$ cat src/rtl/fifo_rt_pkg.sv
package fifo_rt_pkg;

    // operation chosen for one read clock edge
    typedef enum logic [1:0] {
        OP_IDLE    = 2'd0,
        OP_READ    = 2'd1,
        OP_RT_HOLD = 2'd2,
        OP_RT_LOAD = 2'd3
    } rd_op_e;

    // replay latency captured at reset
    typedef enum logic {
        LAT_ZERO   = 1'b0,
        LAT_NORMAL = 1'b1
    } rt_lat_e;

    typedef struct packed {
        rd_op_e op;
        logic   rewind;
        logic   load;
    } rd_ctl_t;

    function automatic logic op_is_rewind(rd_op_e op);
        return (op == OP_RT_HOLD) || (op == OP_RT_LOAD);
    endfunction

    function automatic logic op_loads_out(rd_op_e op);
        return (op == OP_READ) || (op == OP_RT_LOAD);
    endfunction

    function automatic rd_ctl_t make_ctl(rd_op_e op);
        rd_ctl_t c;
        c.op     = op;
        c.rewind = op_is_rewind(op);
        c.load   = op_loads_out(op);
        return c;
    endfunction

endpackage

$ cat src/rtl/rt_mode_latch.sv
module rt_mode_latch
    import fifo_rt_pkg::*;
(
    input  logic    clk,
    input  logic    rst,
    input  logic    lat_mode_in,
    output rt_lat_e mode
);
    always_ff @(posedge clk) begin
        if (rst) begin
            mode <= lat_mode_in ? LAT_NORMAL : LAT_ZERO;
        end
    end
endmodule

$ cat src/rtl/rt_op_decode.sv
module rt_op_decode
    import fifo_rt_pkg::*;
#(
    parameter int PTR_W = 5
) (
    input  rt_lat_e          mode,
    input  logic             rt_n,
    input  logic             rd_en,
    input  logic [PTR_W-1:0] wr_ptr,
    input  logic [PTR_W-1:0] word_count,
    output rd_ctl_t          ctl
);
    logic have_data;
    logic have_written;

    assign have_data    = (word_count != '0);
    assign have_written = (wr_ptr != '0);

    always_comb begin
        if (!rt_n) begin
            // replay wins over read; read enable is dropped on this edge
            if (mode == LAT_ZERO && have_written) begin
                ctl = make_ctl(OP_RT_LOAD);
            end else begin
                ctl = make_ctl(OP_RT_HOLD);
            end
        end else if (rd_en && have_data) begin
            ctl = make_ctl(OP_READ);
        end else begin
            ctl = make_ctl(OP_IDLE);
        end
    end
endmodule

$ cat src/rtl/rt_read_ptr.sv
module rt_read_ptr
    import fifo_rt_pkg::*;
#(
    parameter int ADDR_W = 4,
    localparam int PTR_W = ADDR_W + 1
) (
    input  logic              clk,
    input  logic              rst,
    input  rd_ctl_t           ctl,
    input  logic [PTR_W-1:0]  wr_ptr,
    output logic [ADDR_W-1:0] mem_raddr,
    output logic [PTR_W-1:0]  word_count
);
    localparam logic [PTR_W-1:0] PTR_ONE = PTR_W'(1);

    logic [PTR_W-1:0] rd_ptr;
    logic [PTR_W-1:0] rd_ptr_nxt;

    always_comb begin
        unique case (ctl.op)
            OP_READ:    rd_ptr_nxt = rd_ptr + PTR_ONE;
            OP_RT_HOLD: rd_ptr_nxt = '0;
            OP_RT_LOAD: rd_ptr_nxt = PTR_ONE;
            default:    rd_ptr_nxt = rd_ptr;
        endcase
    end

    always_ff @(posedge clk) begin
        if (rst) begin
            rd_ptr <= '0;
        end else begin
            rd_ptr <= rd_ptr_nxt;
        end
    end

    // a replay edge addresses location zero so zero latency can load it
    assign mem_raddr  = ctl.rewind ? '0 : rd_ptr[ADDR_W-1:0];
    assign word_count = wr_ptr - rd_ptr;
endmodule

$ cat src/rtl/rt_out_reg.sv
module rt_out_reg #(
    parameter int DATA_W = 36
) (
    input  logic              clk,
    input  logic              rst,
    input  logic              load,
    input  logic [DATA_W-1:0] din,
    output logic [DATA_W-1:0] dout
);
    always_ff @(posedge clk) begin
        if (rst) begin
            dout <= '0;
        end else if (load) begin
            dout <= din;
        end
    end
endmodule

$ cat src/rtl/fifo_rt_read_ctrl.sv
module fifo_rt_read_ctrl
    import fifo_rt_pkg::*;
#(
    parameter int DATA_W = 36,
    parameter int ADDR_W = 4
) (
    input  logic              clk,
    input  logic              rst,
    input  logic              rd_en,
    input  logic              rt_n,
    input  logic              lat_mode_in,
    input  logic [ADDR_W:0]   wr_ptr,
    output logic [ADDR_W-1:0] mem_raddr,
    input  logic [DATA_W-1:0] mem_rdata,
    output logic [DATA_W-1:0] dout,
    output logic [ADDR_W:0]   word_count
);
    localparam int PTR_W = ADDR_W + 1;

    rt_lat_e mode_q;
    rd_ctl_t ctl;

    rt_mode_latch u_mode (
        .clk         (clk),
        .rst         (rst),
        .lat_mode_in (lat_mode_in),
        .mode        (mode_q)
    );

    rt_op_decode #(.PTR_W(PTR_W)) u_dec (
        .mode       (mode_q),
        .rt_n       (rt_n),
        .rd_en      (rd_en),
        .wr_ptr     (wr_ptr),
        .word_count (word_count),
        .ctl        (ctl)
    );

    rt_read_ptr #(.ADDR_W(ADDR_W)) u_ptr (
        .clk        (clk),
        .rst        (rst),
        .ctl        (ctl),
        .wr_ptr     (wr_ptr),
        .mem_raddr  (mem_raddr),
        .word_count (word_count)
    );

    rt_out_reg #(.DATA_W(DATA_W)) u_out (
        .clk  (clk),
        .rst  (rst),
        .load (ctl.load),
        .din  (mem_rdata),
        .dout (dout)
    );
endmodule

$ cat config.mk
export PLATFORM = sky130hd
export DESIGN_NAME = fifo_rt_read_ctrl
export DESIGN_NICKNAME = d
export VERILOG_FILES = /design/src/rtl/fifo_rt_pkg.sv /design/src/rtl/rt_mode_latch.sv /design/src/rtl/rt_op_decode.sv /design/src/rtl/rt_read_ptr.sv /design/src/rtl/rt_out_reg.sv /design/src/rtl/fifo_rt_read_ctrl.sv
export SDC_FILE = /design/constraint.sdc
export NUM_CORES = 1
export LEC_CHECK = 0
export CORE_MARGIN = 3
export CORE_UTILIZATION = 25
export DETAILED_ROUTE_END_ITERATION = 10
export PLACE_DENSITY = 0.59
export SYNTH_ARGS = -nofsm -noshare
export SYNTH_HDL_FRONTEND = slang
export SYNTH_SLANG_ARGS = --single-unit
export TNS_END_PERCENT = 1
$ cat constraint.sdc
create_clock -name clk -period 3.1 [get_ports clk]
set_input_delay 0.465 -clock clk [delete_from_list [all_inputs] [get_ports clk]]
set_output_delay 0.465 -clock clk [all_outputs]
set_load 0.01 [all_outputs]
==> key figures <==
Min path
  – Hold_sp: u_out.dout[5]$_SDFFE_PP0P_
  – Hold Crit Class: reg2reg
  – Hold Crit Endpoint: u_out.dout[5]$_SDFFE_PP0P_
  – Hold Crit Depth: 2

Setup path
  – Crit path kind: in2reg
  – Worst path slowest cell: fa_1
  – WP data arrival: 3.19 ns
  – Biggest cell delay along the critical path: 0.49 ns
  – Critical path, cell by cell: clkdlybuf4s50_1, inv_1, ha_1, fa_1, inv_1, or3_1, or3_4, a31oi_4, buf_12, mux2i_1
  – Max FO, Critical Path: 20
  – RR Startpoint: u_ptr.rd_ptr[0]$_SDFFE_PP0P_
  – Crit-path leading delay family: simple AND/OR/NAND/NOR gates
  – Worst path bufs/invs: 4
  – WP data required: 3.33 ns
  – Setup crit start kind: input pin
  – Crit path top cell by count: inv_1
  – FF-to-FF setup slack: 0.42 ns
  – CP Capture Type: register
  – RR Endpoint: u_out.dout[10]$_SDFFE_PP0P_
  – Reg2Reg Depth: 8

Power
  – Total power: 1.304 mW
  – Leak: 1.297 nW
  – Net switching power: 343.4 uW
  – Max VDD drop: 0.0001644 V
  – Seq pwr share: 46.3%
  – Ratio of total power to cell area: 405.4 nW/um^2
  – Clock power frac: 28.4%
  – Comb power frac: 25.2%
  – Switching Share: 26.33%
  – Internal cell power: 961.1 uW

Drt
  – Routed WL per cell: 11.96 um
  – Final wirelength: 4.963 mm
  – First-pass DRT Iterations: 4
  – Via/cell ratio: 4.231
  – # DRC: 0
  – DR vias: 1,756
  – Iteration-0 DRC count of the detailed router: 22
  – Post-DRT Antenna Nets: 0

Synthesis
  – Cell Area, Synth: 2117 sq um
  – Cells after synthesis: 218
  – Distinct cells, synth: 26
  – Yosys top cell by area: dfxtp_1
  – Sequential-to-total area share from yosys stat: 40.19%
  – Synth Register Bits: 42
  – Main area contributors after synthesis: dfxtp_1 (39%), nand2b_1 (17%), mux2i_1 (17%), buf_12 (3.8%), nand2_1 (3.7%)
  – Average size of a mapped cell: 9.711 sq um
  – Yosys top cell area share: 38.77%
  – Post-Syn Nets: 270
  – Yosys warns: 0

Timing
  – Fin Clk Skew: 0.005113 ns
  – Final worst path period need: 2.961 ns
  – Worst slew margin: 65.13%
  – Setup repair after global routing missed its margin: false
  – Final setup vio count: 0
  – Achievable Freq: 337.7 MHz
  – Slew Limit Fails: 0
  – Tcrit/Tclk final: 95.51%
  – Total negative slack: 0 ns
  – Final hold violation count: 0
  – Worst Slack Setup Final: 0.1391 ns
  – Worst Tran Pin Value: 0.5199 ns

CTS
  – Post-CTS Repair Setup Buffers: 0
  – Total clock sinks: 42
  – Clock buffer depth: 2
  – Worst-path clk slew: 0.08 ns
  – H-tree depth: 2
  – Root Buffer: clkbuf_8
  – Worst skew pair latency: 0.29 ns
  – Inserted Clock Buffers: 5
  – TritonCTS clock tree: built

GRT
  – Largest net degree at the start of global routing: 59
  – Grt met2 use: 17.54%
  – Vias in the first global route: 1,774
  – Tot GR Track Use: 10.54%
  – GR Overflow Total: 0
  – Grt met1 use: 13.01%
  – Initial antenna violation count: 0
  – GR Util met3: 3.571%
  – First-pass GRT wire length: 8.376 mm
  – Most crowded layer after global routing: met2

Final layout
  – Layout fillers: 790
  – Ant diodes: 0
  – P&R area growth vs syn: 52.01%
  – Finished Cell Area: 3218 sq um
  – Non-Filler Instances: 415
  – Register Area: 850.8 sq um
  – Share of layout cells above drive strength 1: 6.070%
  – Multi-input logic area: 1126 sq um
  – Fin nets: 364

Floorplan
  – Chip height: 98.02 um
  – Rows: 32
  – Core Region: 7968 sq um
  – # IOs: 91
  – Starting Density: 26.57%
  – Die area: 9608 sq um
  – Width of the die: 98.02 um

Placed design
  – Buffers on Ports: 90
  – Placed instance count: 407
  – Gp weighted congestion: 0.7543
  – DP Area: 3124 sq um
  – DP Worst Slack: -0.1742 ns
  – HPWL Detailed: 3.711 mm

Outcome
  – Status: finished clean

Run
  – Max Cap Viol: 0
## layout by cell type, fill, tap and decap left out
master,instances
nor2_1,5
nand2_1,21
a211oi_1,1
nand3_1,1
nor3b_1,2
nor4_1,1
clkdlybuf4s50_1,89
dfxtp_1,41
ha_1,5
edfxtp_1,1
o21ai_0,2
xor2_1,2
dlygate4sd2_1,1
a21o_2,1
a21oi_1,6
fa_1,1
nand2b_1,58
mux2i_1,36
clkinvlp_4,1
a31oi_4,1
buf_4,6
clkinv_2,1
xnor2_1,3
and2_1,3
o311ai_0,3
clkbuf_8,6
inv_1,8
clkinv_1,1
or3_1,3
or3_4,1
buf_12,2
## per-layer routing
layer  vias to the layer above  part of all wire, %  wire length, um
met5                         -                    0                0
met4                         0                  1.1               57
met3                         6                  6.8              337
met2                        52                   47             2314
met1                       797                   45             2254
li1                        901                    -                -
## registers in the layout, summed over array words and instances (netlist names)
register and count:
u_mode.mode 1, u_ptr.rd_ptr 5, u_out.dout 36
## area by class of cell
cell class / count / share of cell area, %
Clock buffer: 6 / 2.566
Inverter: 9 / 1.050
Multi-Input combinational cell: 156 / 34.99
Timing Repair Buffer: 98 / 30.60
Tap cell: 102 / 3.966
Sequential cell: 42 / 26.44
Clock inverter: 2 / 0.3888
## power groups by stage
stage                     Sequential [mW]  Combinational (mW)  Clock, mW
after floorplan                     0.631               0.147          0
final                               0.604               0.329      0.371
after CTS                           0.605               0.336      0.394
after global routing                0.610               0.357      0.422
after global placement              0.617               0.332          0
after detailed placement            0.617               0.336          0
## worst max path at each step
stage	from	endpoint	slack [ns]	cells after the start
global placement	wr_ptr[0]	u_out.dout[20]$_SDFFE_PP0P_	-0.1	10
global route	wr_ptr[0]	u_out.dout[18]$_SDFFE_PP0P_	0.03	11
floorplan	wr_ptr[0]	u_out.dout[0]$_SDFFE_PP0P_	0.38	10
finish	wr_ptr[0]	u_out.dout[10]$_SDFFE_PP0P_	0.14	10
detailed placement	wr_ptr[0]	u_out.dout[14]$_SDFFE_PP0P_	-0.17	10
CTS	wr_ptr[0]	u_out.dout[25]$_SDFFE_PP0P_	0.13	10
## per-stage QoR
step / util (%) / hold slack (ns)
2_1_floorplan: - / 0.4697
3_3_place_gp: 39.21 / 0.4442
3_5_place_dp: 39.21 / 0.4596
4_1_cts: 40.39 / 0.4709
5_1_grt: 40.39 / 0.4919
6_report: 40.39 / 0.4657
## cell families after synthesis
family                   share of synthesized area (%)
XOR/XNOR                                         2.069
flip-flops                                       40.19
AND/OR/NAND/NOR                                  25.30
buffers and inverters                            6.620
multiplexers                                     17.02
adder cells (fa/ha/maj)                          3.901
AO/OA/AOI/OAI                                    4.906
## Yosys cell counts
master,n
ha_1,5
edfxtp_1,1
fa_1,1
clkbuf_1,7
mux2i_1,36
dfxtp_1,41
a21o_2,1
a211oi_1,1
a31oi_4,1
nor2_1,5
nor4_1,1
nand3_1,1
and2_1,3
nand2b_1,58
or3_4,1
buf_12,4
o311ai_0,3
inv_1,8
a21oi_1,6
nor3b_1,2
o21ai_0,2
clkinv_1,1
xor2_1,2
or3_1,3
nand2_1,21
xnor2_1,3
## tightest hold or removal path, cell delays in order (launching register included)
cell,delay (ns)
dfxtp_1,0.31
nand2_1,0.05
mux2i_1,0.06
## what timing repair did
item / in CTS / in global routing
resized for setup: 1 / 0
hold buffers: 0 / 0
setup endpoints to repair: 1 / 0
Note: power is estimated with default switching activity, not from simulation.
